===== config.mk =====
export PLATFORM = sky130hd
export DESIGN_NAME = dbg_hit_qualifier
export DESIGN_NICKNAME = d
export VERILOG_FILES = /design/src/rtl/dbgq_pkg.sv /design/src/rtl/dbgq_bp_qual.sv /design/src/rtl/dbgq_wp_qual.sv /design/src/rtl/dbgq_req_reg.sv /design/src/rtl/dbg_hit_qualifier.sv
export SDC_FILE = /design/constraint.sdc
export NUM_CORES = 1
export LEC_CHECK = 0
export BUFFER_PORTS_ARGS = -buffer_cell sky130_fd_sc_hd__clkbuf_2
export CAP_MARGIN = 0
export CORE_ASPECT_RATIO = 1.4
export CORE_UTILIZATION = 35
export CTS_CLUSTER_SIZE = 25
export DETAILED_ROUTE_END_ITERATION = 7
export GPL_ROUTABILITY_DRIVEN = 0
export PLACE_DENSITY = 0.7
export SYNTH_ARGS = -nofsm -noshare
export SYNTH_HDL_FRONTEND = slang
export SYNTH_SLANG_ARGS = --single-unit

===== constraint.sdc =====
create_clock -name clk -period 2.56 [get_ports clk]
set_input_delay 0.128 -clock clk [delete_from_list [all_inputs] [get_ports clk]]
set_output_delay 0.128 -clock clk [all_outputs]
set_load 0.01 [all_outputs]

===== src/rtl/dbgq_pkg.sv =====
package dbgq_pkg;
  localparam int INFO_W = 64;
  localparam int CTL_W  = 5;
  // watchpoint control bit positions
  localparam int WC_PR_EN = 0;
  localparam int WC_SV_EN = 1;
  localparam int WC_HV_EN = 2;
  localparam int WC_IGN   = 3;
  localparam int WC_MODE  = 4;

  typedef enum logic [1:0] {
    KIND_NONE  = 2'd0,
    KIND_DSI   = 2'd1,
    KIND_TRACE = 2'd2
  } exc_kind_e;

  typedef enum logic [1:0] {
    SEL_OFF = 2'd0,
    SEL_PROB = 2'd1,
    SEL_SUP = 2'd2,
    SEL_HYP = 2'd3
  } bp_sel_e;

  // syndrome words, MSB-0 bit n maps to LSB-0 bit (63-n)
  localparam logic [INFO_W-1:0] DSI_INFO   = 64'h1 << (63 - 41);
  localparam logic [INFO_W-1:0] TRACE_INFO = (64'h1 << (63 - 33)) | (64'h1 << (63 - 43));
endpackage


===== src/rtl/dbgq_bp_qual.sv =====
module dbgq_bp_qual
  import dbgq_pkg::*;
(
  input  logic       en,
  input  logic       hit,
  input  logic [1:0] sel,
  input  logic       pr,
  input  logic       hv,
  output logic       fire
);
  logic state_ok;

  always_comb begin
    case (bp_sel_e'(sel))
      SEL_PROB: state_ok = pr;
      SEL_SUP:  state_ok = !pr && !hv;
      SEL_HYP:  state_ok = !pr && hv;
      default:  state_ok = 1'b0;
    endcase
  end

  assign fire = en && hit && state_ok;
endmodule


===== src/rtl/dbgq_wp_qual.sv =====
module dbgq_wp_qual
  import dbgq_pkg::*;
(
  input  logic             en,
  input  logic             hit,
  input  logic [CTL_W-1:0] ctl,
  input  logic             pr,
  input  logic             hv,
  input  logic             dr,
  output logic             fire
);
  logic priv_ok;
  logic xlat_ok;

  always_comb begin
    if (pr && !ctl[WC_PR_EN])      priv_ok = 1'b0;
    else if (hv && !ctl[WC_HV_EN]) priv_ok = 1'b0;
    else if (!ctl[WC_SV_EN])       priv_ok = 1'b0;
    else                           priv_ok = 1'b1;
  end

  assign xlat_ok = ctl[WC_IGN] || (ctl[WC_MODE] == dr);
  assign fire    = en && hit && priv_ok && xlat_ok;
endmodule


===== src/rtl/dbgq_req_reg.sv =====
module dbgq_req_reg
  import dbgq_pkg::*;
#(
  parameter int AW = 64
) (
  input  logic              clk,
  input  logic              rst_n,
  input  logic              wp_fire,
  input  logic              bp_fire,
  input  logic [AW-1:0]     wp_addr,
  output logic              can_take,
  input  logic              out_ready,
  output logic              out_valid,
  output logic [1:0]        out_kind,
  output logic [AW-1:0]     out_addr,
  output logic [INFO_W-1:0] out_info
);
  logic bp_pend;

  assign can_take = !out_valid && !bp_pend;

  always_ff @(posedge clk or negedge rst_n) begin
    if (!rst_n) begin
      out_valid <= 1'b0;
      out_kind  <= KIND_NONE;
      out_addr  <= '0;
      out_info  <= '0;
      bp_pend   <= 1'b0;
    end else if (out_valid && out_ready) begin
      if (bp_pend) begin
        out_kind <= KIND_TRACE;
        out_addr <= '0;
        out_info <= TRACE_INFO;
        bp_pend  <= 1'b0;
      end else begin
        out_valid <= 1'b0;
        out_kind  <= KIND_NONE;
        out_info  <= '0;
      end
    end else if (can_take) begin
      if (wp_fire) begin
        out_valid <= 1'b1;
        out_kind  <= KIND_DSI;
        out_addr  <= wp_addr;
        out_info  <= DSI_INFO;
        bp_pend   <= bp_fire;
      end else if (bp_fire) begin
        out_valid <= 1'b1;
        out_kind  <= KIND_TRACE;
        out_addr  <= '0;
        out_info  <= TRACE_INFO;
      end
    end
  end

  p_hold_r10: assert property (@(posedge clk) disable iff (!rst_n)
    out_valid && !out_ready |=> out_valid && $stable(out_kind) && $stable(out_addr) && $stable(out_info));

  p_latency_r11: assert property (@(posedge clk) disable iff (!rst_n)
    can_take && (wp_fire || bp_fire) |=> out_valid);

  p_wp_first_r9: assert property (@(posedge clk) disable iff (!rst_n)
    can_take && wp_fire && bp_fire |=> out_valid && out_kind == KIND_DSI);

  p_bp_follows_r9: assert property (@(posedge clk) disable iff (!rst_n)
    out_valid && out_ready && bp_pend |=> out_valid && out_kind == KIND_TRACE);

  p_dsi_info_r6: assert property (@(posedge clk) disable iff (!rst_n)
    out_valid && out_kind == KIND_DSI |-> out_info == DSI_INFO);

  p_trace_info_r7: assert property (@(posedge clk) disable iff (!rst_n)
    out_valid && out_kind == KIND_TRACE |-> out_info == TRACE_INFO && out_addr == '0);
endmodule


===== src/rtl/dbg_hit_qualifier.sv =====
module dbg_hit_qualifier
  import dbgq_pkg::*;
#(
  parameter int AW = 64
) (
  input  logic              clk,
  input  logic              rst_n,
  input  logic              feat_en,
  input  logic              msr_pr,
  input  logic              msr_hv,
  input  logic              msr_dr,
  input  logic              bp_hit,
  input  logic [1:0]        bp_priv,
  input  logic              wp_hit,
  input  logic [AW-1:0]     wp_addr,
  input  logic [CTL_W-1:0]  wp_ctl,
  output logic              hit_rdy,
  output logic              exc_valid,
  input  logic              exc_ready,
  output logic [1:0]        exc_kind,
  output logic [AW-1:0]     exc_addr,
  output logic [INFO_W-1:0] exc_info
);
  logic bp_fire;
  logic wp_fire;

  dbgq_bp_qual u_bp (
    .en(feat_en), .hit(bp_hit), .sel(bp_priv),
    .pr(msr_pr), .hv(msr_hv), .fire(bp_fire)
  );

  dbgq_wp_qual u_wp (
    .en(feat_en), .hit(wp_hit), .ctl(wp_ctl),
    .pr(msr_pr), .hv(msr_hv), .dr(msr_dr), .fire(wp_fire)
  );

  dbgq_req_reg #(.AW(AW)) u_req (
    .clk(clk), .rst_n(rst_n),
    .wp_fire(wp_fire), .bp_fire(bp_fire), .wp_addr(wp_addr),
    .can_take(hit_rdy), .out_ready(exc_ready),
    .out_valid(exc_valid), .out_kind(exc_kind),
    .out_addr(exc_addr), .out_info(exc_info)
  );

  p_feat_off_r8: assert property (@(posedge clk) disable iff (!rst_n)
    hit_rdy && !feat_en |=> !exc_valid);

  p_sel_off_r3: assert property (@(posedge clk) disable iff (!rst_n)
    hit_rdy && !wp_hit && bp_priv == 2'd0 |=> !exc_valid);

  p_ready_low_r10: assert property (@(posedge clk) disable iff (!rst_n)
    exc_valid |-> !hit_rdy);
endmodule


# Yosys cells after proc, flatten, opt, wreduce, memory -nomap -nowiden
# Cells that the tools add are included.
# totals
register_bits,132
in_bits,80
output_inout_bits,132
wordCells,63
# op_classes
n_eq_ne,6
mux,27
n_reduce_logical,25
# ops
op,n
two-way mux 64 bit,9
two-way mux 31 bit,1
logical AND 1 bit,11
two-way mux 1 bit,11
two-way mux 2 bit,5
logical NOT 1 bit,6
AND reduction 3 bit,2
"equality test 2 bit, second input constant",2
AND reduction 2 bit,2
nonzero test 2 bit,2
one-hot mux 1 bit (3 select lines),1
nonzero test 3 bit,1
"equality test 2 x 1 -> 1 bit, second input constant",1
"inequality test 2 x 1 -> 1 bit, second input constant",1
"inequality test 2 bit, second input constant",1
equality test 1 bit,1
logical OR 1 bit,1

# Logic depth before layout (Yosys ltp)
# Gate-level depths: netlist of run 1.
# logic_depth
ltp_word,9
mapped_depth,6

# Modules after synthesis
# Synthesis of run 1 repeated with hierarchy kept, for this count alone.
# unflattened
hier_cells,320
hier_area_um2,3579.7
# modules_own_cells
module,n_inst,cells_each,area_per_inst_um2,seq_area_each_um2
dbgq_req_reg,1,309,3498.4,1701.6
dbgq_wp_qual,1,6,45.0,0.0
dbgq_bp_qual,1,5,36.3,0.0

# Worst setup path after synthesis of run 1
# OpenSTA, ideal clock, no wires.
# synth_timing
path_type,flip-flop to flip-flop
from,register u_req.out_valid
to,register u_req.out_addr[0]
arrival_ps,1386
t_required_ps,2439
slack_ps,1053
path_stages_with_launch,6
n_path_buf,1
period_less_slack_ps,1507
path_cell_list,dfrtp_1 nor2_1 or2_2 o31ai_4 buf_2 a22o_1
# synth_between
elab_chain_len,4
word_cells_on_any_way,8
# synth_lines
element,line,source
start: declaration,dbgq_req_reg.sv:13,"output logic out_valid,"
start signal: assignment,dbgq_req_reg.sv:24,out_valid <= 1'b0;
start signal: assignment,dbgq_req_reg.sv:36,out_valid <= 1'b0;
start signal: assignment,dbgq_req_reg.sv:42,out_valid <= 1'b1;
logical NOT 1 bit,dbgq_req_reg.sv:20,assign can_take = !out_valid && !bp_pend;
logical AND 1 bit,dbgq_req_reg.sv:20,
net hit_rdy,dbg_hit_qualifier.sv:17,"output logic hit_rdy,"
nonzero test 2 bit (no line),n/a,
AND reduction 3 bit (no line),n/a,
end signal: assignment,dbgq_req_reg.sv:44,out_addr <= wp_addr;
end: declaration,dbgq_req_reg.sv:15,"output logic [AW-1:0] out_addr,"
# The timed path passes the listed nets, and every way through them passes these cells.
# A chain may end at the register's enable or synchronous reset.

# Final worst setup path of run 1
# layout_timing
from,register u_req.out_valid
to,register u_req.out_addr[16]
# layout_between
elab_chain_len,4
word_cells_on_any_way,8
# layout_lines
element,line
logical NOT 1 bit,dbgq_req_reg.sv:20
logical AND 1 bit,dbgq_req_reg.sv:20
nonzero test 2 bit (no line),n/a
AND reduction 3 bit (no line),n/a
# Several ways; a longest one is shown, not always the timed one.

==> key figures, run 1 <==
Final layout
  – Inserted Diodes: 0
  – Area of the multi-input gates: around 1000 um^2
  – Register area: 1700 um^2
  – # fillers: ~800
  – Share of cells above drive strength 1: between 40% and 50%
  – Area grow syn2layout: 28.7%
  – Final net count: 466

Logic synthesis
  – Post-synth cell types: 23
  – Post-synth ARST share: 100%
  – Post-Syn Area: 3090 um^2
  – Sequential area share after synthesis: 55.1%
  – Main area contributors after synthesis: dfrtp_1 55%, a22o_1 18%, buf_4 16%, buf_12 3.2%, buf_2 1.3%
  – Commonest cells in the synthesized netlist: 68 x dfrtp_1, 64 x a22o_1, 64 x buf_4
  – Top-area cell type share of the netlist area: 55.1%
  – Top-count cell post-synth: dfrtp_1
  – Ys flop type: dfrtp_1
  – Syn_area_per_cell: about 13 um^2
  – Synth Warn #: 0
  – Post-synth EDFFs: 0
  – Cell taking the most area after synthesis: dfrtp_1
  – Synth Instances: 239
  – Yosys reg bits: 68

Floorplanning
  – Rows: 40
  – Placeable Area: roughly 8600 um^2
  – DIE WIDTH: approximately 81 um
  – Chip height: 113 um
  – Initial Util: 36.1%
  – I/O pins: 212
  – Die ar.: 9210 um^2

Min path
  – Hold path startpoint: wp_addr[1]
  – Worst Hold Path EP: u_req.out_addr[1]$_DFFE_PN0P_
  – HP Class: in2reg
  – Hold path cells: 2

Setup path
  – Worst Path Max Fanout: 37
  – Crit path required time: around 2800 ps
  – CP endpoint kind: flop
  – Ordered list of cells on the worst path: and3_1 -> o31ai_4 -> buf_12 -> a22o_1
  – Worst path buffer plus inverter count: 1
  – Worst reg2reg path endpoint: u_req.out_addr[16]$_DFFE_PN0P_
  – R2R setup slack: 390 ps
  – Critical path startpoint category: flop
  – Arr. time, crit path: about 2400 ps
  – CP max stage delay: 970 ps
  – Worst Reg-to-Reg Cells: 4
  – Largest delay share family, worst path: compound AO/OA/AOI/OAI gates
  – RR Startpoint: u_req.out_valid$_DFFE_PN0P_
  – Crit-path slowest cell: o31ai_4
  – Worst Setup Path Type: reg2reg

STA
  – Hold Slack: between 20 and 25 ps
  – # setup viols final: 0
  – Fin Clk Skew: ~3.3 ps
  – Slew Limit Fails: 0
  – Worst-Margin Slew: 1180 ps
  – Post-Route Setup TNS: 0 ps
  – Fin crit period: 2170 ps
  – Hold Fails Final Rpt: 0
  – RSZ-0062 raised after global routing: no
  – Max-slew headroom: 21.5%
  – Final period utilization: 84.8%
  – Fmax: 461 MHz

Power and ir drop
  – LEAKAGE: between 2 and 2.5 nW
  – Worst VDD drop: 0.000449 V
  – Power per cell area: a little over 900 nW/um^2

Drt
  – Drt total wl: 6530 um
  – DR pass1 iterations: 4
  – Remaining DRCs: 0
  – Vias per inst: 4.54
  – Detailed Route Iter0 Violations: 96
  – Via count: 2253
  – ANT nets after route: 0
  – Drt wl/cell: roughly 13 um

Clock network
  – Post-CTS setup buffer count: 0
  – Clock sinks: 68
  – Worst skew pair latency: 320 ps
  – Clock transition at the registers of the reported paths: roughly 50 ps
  – CTS max path bufs: 2
  – H-tree depth: 3
  – PostCTS Resize Cnt: 0
  – Clock root buffer: clkbuf_16
  – CTS tree: built
  – Total CTS buffers: 9
  – CTS Hold Bufs: 1

Run
  – Max cap viols: 0

Global routing
  – Grt total ovfl: 0
  – Initial antenna violation count: 0
  – Largest net degree at the start of global routing: 67
  – First-pass GRT wire length: 9730 um
  – Vias in the first global route: 2082
  – Tot GR Track Use: between 10% and 20%

Outcome
  – Outcome: finished, final reports clean

Placed design
  – Number of port buffers: 150
  – DP HPWL: 4680 um
## cells by family after synthesis
group | synth area share (%)
buffers and inverters | 20.4
and+or+nand+nor | 2.55
DFF | 55.1
other | 0.121
xor gates and xnor gates | 0.567
AOI/OAI and AO/OA | 21.3
## placed cells by master (no fill, tap or decap), types with 2 or more instances in the layout
| cell | synthesis | final |
|---|---|---|
| o21ai_0 | 2 | 2 |
| bufinv_16 | 0 | 3 |
| clkbuf_16 | 0 | 9 |
| inv_1 | 3 | 3 |
| nand2_1 | 4 | 4 |
| dfrtp_1 | 68 | 68 |
| a22o_1 | 64 | 64 |
| nor2b_1 | 2 | 2 |
| nand4b_1 | 2 | 2 |
| nor2_1 | 2 | 2 |
| conb_1 | 1 | 61 |
| buf_12 | 5 | 2 |
| a21oi_1 | 3 | 3 |
| clkbuf_2 | 0 | 149 |
| xor2_1 | 2 | 2 |
## per-layer routing
layer | track usage, % | up-vias | routed length [um]
li1 | - | 1025 | -
met1 | 15.1 | 1079 | 2470
met2 | 24.7 | 131 | 3400
met4 | 8.57 | 0 | 185
met5 | 0 | - | 0
met3 | 4.03 | 18 | 481
## registers in the layout, indices dropped and copies added, names as in the netlist
name / flops
u_req.out_info: 1
u_req.out_valid: 1
u_req.out_kind: 1
u_req.out_addr: 64
u_req.bp_pend: 1
## per-stage QoR
step	power, mW	setup WS (ps)	util (%)	area [um^2]	cells
after floorplan	1.95	1050	-	3320	299
after global placement	2.24	439	42.3	3620	479
after detailed placement	2.25	341	42.3	3620	479
after CTS	3.70	325	46.5	3980	496
after global routing	3.85	193	46.5	3980	496
final	3.65	389	46.5	3980	496
## report_power, final
part / internal (mW) / total [mW] / switching [mW]
registers: 1.31 / 1.45 / 0.145
clock network: 0.976 / 1.42 / 0.439
logic: 0.382 / 0.781 / 0.399
## cell type report
cell class	instances	area share (%)
timing repair buffer	153	20.1
sequential	68	42.8
clock inverter	6	2.80
multi-input combinational	151	24.7
clock buffer	10	6.01
inverter	3	0.283
tap	105	3.30
## how the worst max path moves through the flow
stage                                startpoint                             end  slack (ps)  cells after the start
floorplan           u_req.out_valid$_DFFE_PN0P_   u_req.out_addr[0]$_DFFE_PN0P_        1050                      5
global placement                         msr_dr  u_req.out_addr[50]$_DFFE_PN0P_         440                      6
detailed placement  u_req.out_valid$_DFFE_PN0P_   u_req.out_addr[9]$_DFFE_PN0P_         340                      4
CTS                 u_req.out_valid$_DFFE_PN0P_   u_req.out_addr[9]$_DFFE_PN0P_         320                      4
global route        u_req.out_valid$_DFFE_PN0P_   u_req.out_addr[9]$_DFFE_PN0P_         190                      4
finish              u_req.out_valid$_DFFE_PN0P_  u_req.out_addr[16]$_DFFE_PN0P_         390                      4
(Power assumes the default switching activity.)
==> inputs of run 2 (changes only) <==
PLACE_DENSITY = 0.72   (was 0.7)
clock period = 1.8 ns   (was 2.56 ns; I/O delays follow)
==> key figures, run 2 (synthesis gave the netlist of run 1 again) <==
Outcome
  – Outcome: finished, final reports clean

Floorplanning
  – Die ar.: a little over 9000 um^2
  – Chip height: about 110 um
  – Rows: 40
  – DIE WIDTH: 81.4 um
  – Initial Util: 36.1%
  – Placeable Area: between 8000 and 9000 um^2
  – I/O pins: 212

Drt
  – Remaining DRCs: 0
  – Detailed Route Iter0 Violations: 128
  – Vias per inst: 4.57
  – DR pass1 iterations: 4
  – ANT nets after route: 0
  – Drt wl/cell: 13.9 um
  – Via count: around 2500
  – Drt total wl: 7650 um

Global routing
  – Grt total ovfl: 0
  – Vias in the first global route: 2411
  – Largest net degree at the start of global routing: 69
  – Tot GR Track Use: 16.8%
  – First-pass GRT wire length: 11500 um
  – Initial antenna violation count: 0

Setup path
  – R2R setup slack: about 250 ps
  – Crit. Startpoint: u_req.out_valid$_DFFE_PN0P_
  – Ordered list of cells on the worst path: and3_1 -> or2_2 -> o31ai_4 -> buf_12 -> a22o_1
  – Arr. time, crit path: roughly 1800 ps
  – RR Startpoint: u_req.out_valid$_DFFE_PN0P_
  – Critical path startpoint category: flop
  – Crit-path slowest cell: dfrtp_1
  – Worst Path Max Fanout: 35
  – Worst reg2reg path endpoint: u_req.out_addr[51]$_DFFE_PN0P_
  – Worst Setup Path Type: reg2reg
  – CP max stage delay: 430 ps
  – CP endpoint kind: flop
  – Critical Path End: u_req.out_addr[51]$_DFFE_PN0P_
  – Worst Reg-to-Reg Cells: 5
  – Crit path required time: 2050 ps

Placed design
  – Inst Count DP: 482
  – DP HPWL: 4730 um
  – Number of port buffers: 150

Final layout
  – Fin util: 52.6%
  – Max reg flops: 64
  – Area of the multi-input gates: 982 um^2
  – Inserted Diodes: 0
  – Final net count: approximately 520
  – Non-filler instance count after layout: 552
  – Register area: 1700 um^2
  – Area grow syn2layout: 45.5%
  – Commonest non-fill, non-tap cell in the layout: clkbuf_2
  – Most frequent cells in the layout: 149 x clkbuf_2, 68 x dfrtp_1, 64 x a22o_1
  – Top reg by flops: u_req.out_addr
  – # fillers: 737
  – Share of cells above drive strength 1: 38.5%

STA
  – Post-Route Setup TNS: 0 ps
  – Fin crit period: 1550 ps
  – Hold Fails Final Rpt: 0
  – Final period utilization: a little under nine tenths
  – Slew Limit Fails: 0
  – RSZ-0062 raised after global routing: no
  – Fmax: 647 MHz
  – Fin Clk Skew: 6.59 ps
  – # setup viols final: 0

Clock network
  – Clock transition at the registers of the reported paths: 50 ps
  – Post-CTS setup buffer count: 0
  – Worst skew pair latency: 320 ps
  – Clock sinks: a little under 70
  – Total CTS buffers: 9
  – CTS tree: built
  – Clock root buffer: clkbuf_16
  – CTS max path bufs: 2
  – H-tree depth: 3

Run
  – Max cap viols: 0

Power and ir drop
  – LEAKAGE: 2.49 nW
  – Power per cell area: 1080 nW/um^2
  – Worst VDD drop: 0.000718 V

Min path
  – HP Class: in2reg
run 2: worst max-delay path: cells and delay by family (launching register included):
family / cells / cell delay [ps]
compound gates: 2 / 250
simple gates: 2 / 550
flops: 1 / 430
buf+inv: 1 / 230
run 2: through the flow:
step / instance area (um^2) / worst slack [ps] / total power [mW] / hold slack, ps
after CTS: 4500 / 253 / 4.92 / 0.682
after global placement: 3680 / 259 / 3.19 / 132
after global routing: 4500 / 174 / 5.13 / 8.24
after detailed placement: 3680 / 232 / 3.22 / 137
final: 4500 / 253 / 4.87 / 11.4
after floorplan: 3320 / 293 / 2.77 / -206
run 2: routing by layer:
layer,share of wire (%),wire length [um],GRT usage [%],up-vias
met5,0,0,0,-
met4,3.4,261,10.1,0
met3,6.6,507,3.95,24
met2,55,4180,30.9,156
met1,35,2700,16.4,1204
li1,-,-,-,1138
run 2: worst min-delay path by stage:
stage / startpoint / endpoint / slack, ps / cells past startpoint
floorplan: rst_n / u_req.bp_pend$_DFFE_PN0P_ / -210 / 0
global placement: rst_n / u_req.out_addr[42]$_DFFE_PN0P_ / 130 / 2
detailed placement: rst_n / u_req.out_addr[42]$_DFFE_PN0P_ / 140 / 2
CTS: wp_addr[0] / u_req.out_addr[0]$_DFFE_PN0P_ / 0.7 / 2
global route: wp_addr[0] / u_req.out_addr[0]$_DFFE_PN0P_ / 8 / 2
finish: wp_addr[8] / u_req.out_addr[8]$_DFFE_PN0P_ / 10 / 2
run 2: cell type report:
| class | instances | area share (%) |
|---|---|---|
| flip-flops and latches | 68 | 37.8 |
| repair buffers | 210 | 31.2 |
| well taps | 105 | 2.92 |
| clock inverters | 2 | 0.223 |
| inverters | 3 | 0.250 |
| clock buffers | 13 | 5.79 |
| multi-input cells | 151 | 21.8 |
run 2: repair_timing:
item	in CTS	in global routing
hold endpoints to repair	122	0
gates resized for setup	0	0
hold buffers	55	0
run 2: where the power goes:
part	total, mW	switching, mW	internal [mW]
combinational	1.24	0.606	0.631
clock	1.57	0.576	0.993
sequential	2.07	0.208	1.86
total	4.87	1.39	3.49
==> inputs of run 3 (changes only) <==
CELL_PAD_IN_SITES_DETAIL_PLACEMENT = 1   (was default)
CELL_PAD_IN_SITES_GLOBAL_PLACEMENT = 2   (was default)
CORE_UTILIZATION = 21   (was 35)
PLACE_DENSITY = default   (was 0.72)
PLACE_DENSITY_LB_ADDON = 0.1   (was default)
==> key figures, run 3 (synthesis gave the netlist of run 1 again) <==
Power and ir drop
  – LEAKAGE: 2.53 nW
  – Power per cell area: 1060 nW/um^2
  – Clock power share: 32.6%
  – Psw: 1.45 mW
  – Int Pwr: 3.50 mW
  – Switch share: 29.3%
  – Worst VDD drop: about 0.00033 V
  – Sequential share of power: 41.5%
  – Combinational group share of total power: approximately 26%

Min path
  – HP Class: in2reg

Setup path
  – Critical path startpoint category: flop
  – Crit path required time: 2060 ps
  – Crit-path slowest cell: dfrtp_1
  – Worst Setup Path Type: reg2reg
  – Worst Path Max Fanout: 39
  – Arr. time, crit path: around 1900 ps
  – CP max stage delay: ~440 ps
  – CP endpoint kind: flop
  – Ordered list of cells on the worst path: and3_1 -> or2_2 -> o31ai_4 -> buf_12 -> a22o_1

Floorplanning
  – Placeable Area: about 14000 um^2
  – Die ar.: 15200 um^2
  – Initial Util: 21.4%
  – Chip height: 146 um
  – DIE WIDTH: 105 um
  – Rows: 52
  – I/O pins: 212

Drt
  – Detailed Route Iter0 Violations: 81
  – Drt wl/cell: 13.9 um
  – Via count: roughly 2500
  – Remaining DRCs: 0
  – Vias per inst: 3.91
  – Drt total wl: 8990 um
  – ANT nets after route: 0
  – DR pass1 iterations: 4

STA
  – Fmax: 620 MHz
  – Fin crit period: 1610 ps
  – Hold Fails Final Rpt: 0
  – Setup ws final: roughly 190 ps
  – Post-Route Setup TNS: 0 ps
  – Slew Limit Fails: 0
  – Fin Clk Skew: 4.93 ps
  – Final period utilization: 89.6%
  – # setup viols final: 0
  – RSZ-0062 raised after global routing: no

Final layout
  – Inserted Diodes: 0
  – Final net count: 532
  – Most frequent cells in the layout: 149 x clkbuf_2, 68 x dfrtp_1, 64 x a22o_1
  – Area grow syn2layout: 51.8%
  – Non-filler instance count after layout: 645
  – Commonest non-fill, non-tap cell in the layout: clkbuf_2
  – Top reg by flops: u_req.out_addr
  – Max reg flops: 64
  – # fillers: approximately 1700
  – Share of cells above drive strength 1: 38.2%

Global routing
  – Grt total ovfl: 0
  – Initial antenna violation count: 0
  – Vias in the first global route: 2575
  – Largest net degree at the start of global routing: 40
  – Tot GR Track Use: 12.3%
  – First-pass GRT wire length: approximately 14000 um

Placed design
  – Inst Count DP: 568
  – DP HPWL: ~6300 um
  – Number of port buffers: 150
  – Pre-CTS setup slack: roughly 180 ps

Clock network
  – Clock sinks: 68
  – Clock root buffer: clkbuf_16
  – Total CTS buffers: 9
  – H-tree depth: 3
  – Worst skew pair latency: 330 ps
  – CTS max path bufs: 2
  – Clock transition at the registers of the reported paths: 50 ps
  – CTS tree: built

Run
  – Max cap viols: 0

Outcome
  – Outcome: finished, final reports clean
## run 3: cell types whose count changed in the layout (fill, tap and decap cells not counted)
cell	change
buf_2	-1
buf_4	+3
dlygate4sd3_1	+7
## run 3: through the flow
step	utilization (%)	cell area, um^2	power (mW)	hold WS (ps)
CTS	32.4	4680	5.06	0.448
detailed placement	26.3	3800	3.28	66.8
finish	32.5	4690	4.95	12.4
floorplan	-	3320	2.77	-206
global route	32.5	4690	5.25	18.0
global placement	26.3	3800	3.27	72.1
## run 3: worst paths after layout
path	start	endpoint	slack, ps	cells after the start
max	u_req.out_valid$_DFFE_PN0P_	u_req.out_addr[10]$_DFFE_PN0P_	190	5
min	wp_addr[4]	u_req.out_addr[4]$_DFFE_PN0P_	10	2
max reg2reg	u_req.out_valid$_DFFE_PN0P_	u_req.out_addr[10]$_DFFE_PN0P_	190	5
min reg2reg	u_req.out_addr[55]$_DFFE_PN0P_	u_req.out_addr[55]$_DFFE_PN0P_	490	1
max in group asynchronous	rst_n	u_req.out_addr[1]$_DFFE_PN0P_	990	3
min in group asynchronous	rst_n	u_req.out_addr[44]$_DFFE_PN0P_	250	2
## run 3: metal layers
metal  track usage, %  part of all wire (%)
met3             3.05                   6.5
met4             5.57                   1.5
met2             20.1                    52
met5                0                     0
met1             15.1                    40
## run 3: final cells by class
cell class | count | area (um^2) | area share, %
Multi-Input combinational cell | 151 | 982 | 20.9
Clock buffer | 13 | 260 | 5.55
Inverter | 3 | 11.3 | 0.240
Timing Repair Buffer | 219 | 1490 | 31.7
Clock inverter | 2 | 10.0 | 0.213
Tap cell | 189 | 236 | 5.04
Sequential cell | 68 | 1700 | 36.3
## run 3: timing repair
action | CTS | global route
endpoints found under the setup margin | 0 | 0
hold endpoints to repair | 89 | 1
resized for setup | 0 | 0
buffers inserted | 0 | 0
hold buffers | 61 | 1
## run 3: worst max-delay path, delay by kind of cell (launching register included)
kind	cells	cell delay, ps
AOI/OAI and AO/OA	2	260
DFF	1	440
and+or+nand+nor	2	560
buffers and inverters	1	250
## run 3: power groups by stage
stage | sequential [mW] | clock [mW] | combinational [mW]
2_1_floorplan | 2.22 | 0 | 0.553
6_report | 2.06 | 1.61 | 1.28
3_3_place_gp | 2.09 | 0 | 1.18
3_5_place_dp | 2.08 | 0 | 1.19
4_1_cts | 2.06 | 1.69 | 1.31
5_1_grt | 2.10 | 1.75 | 1.40
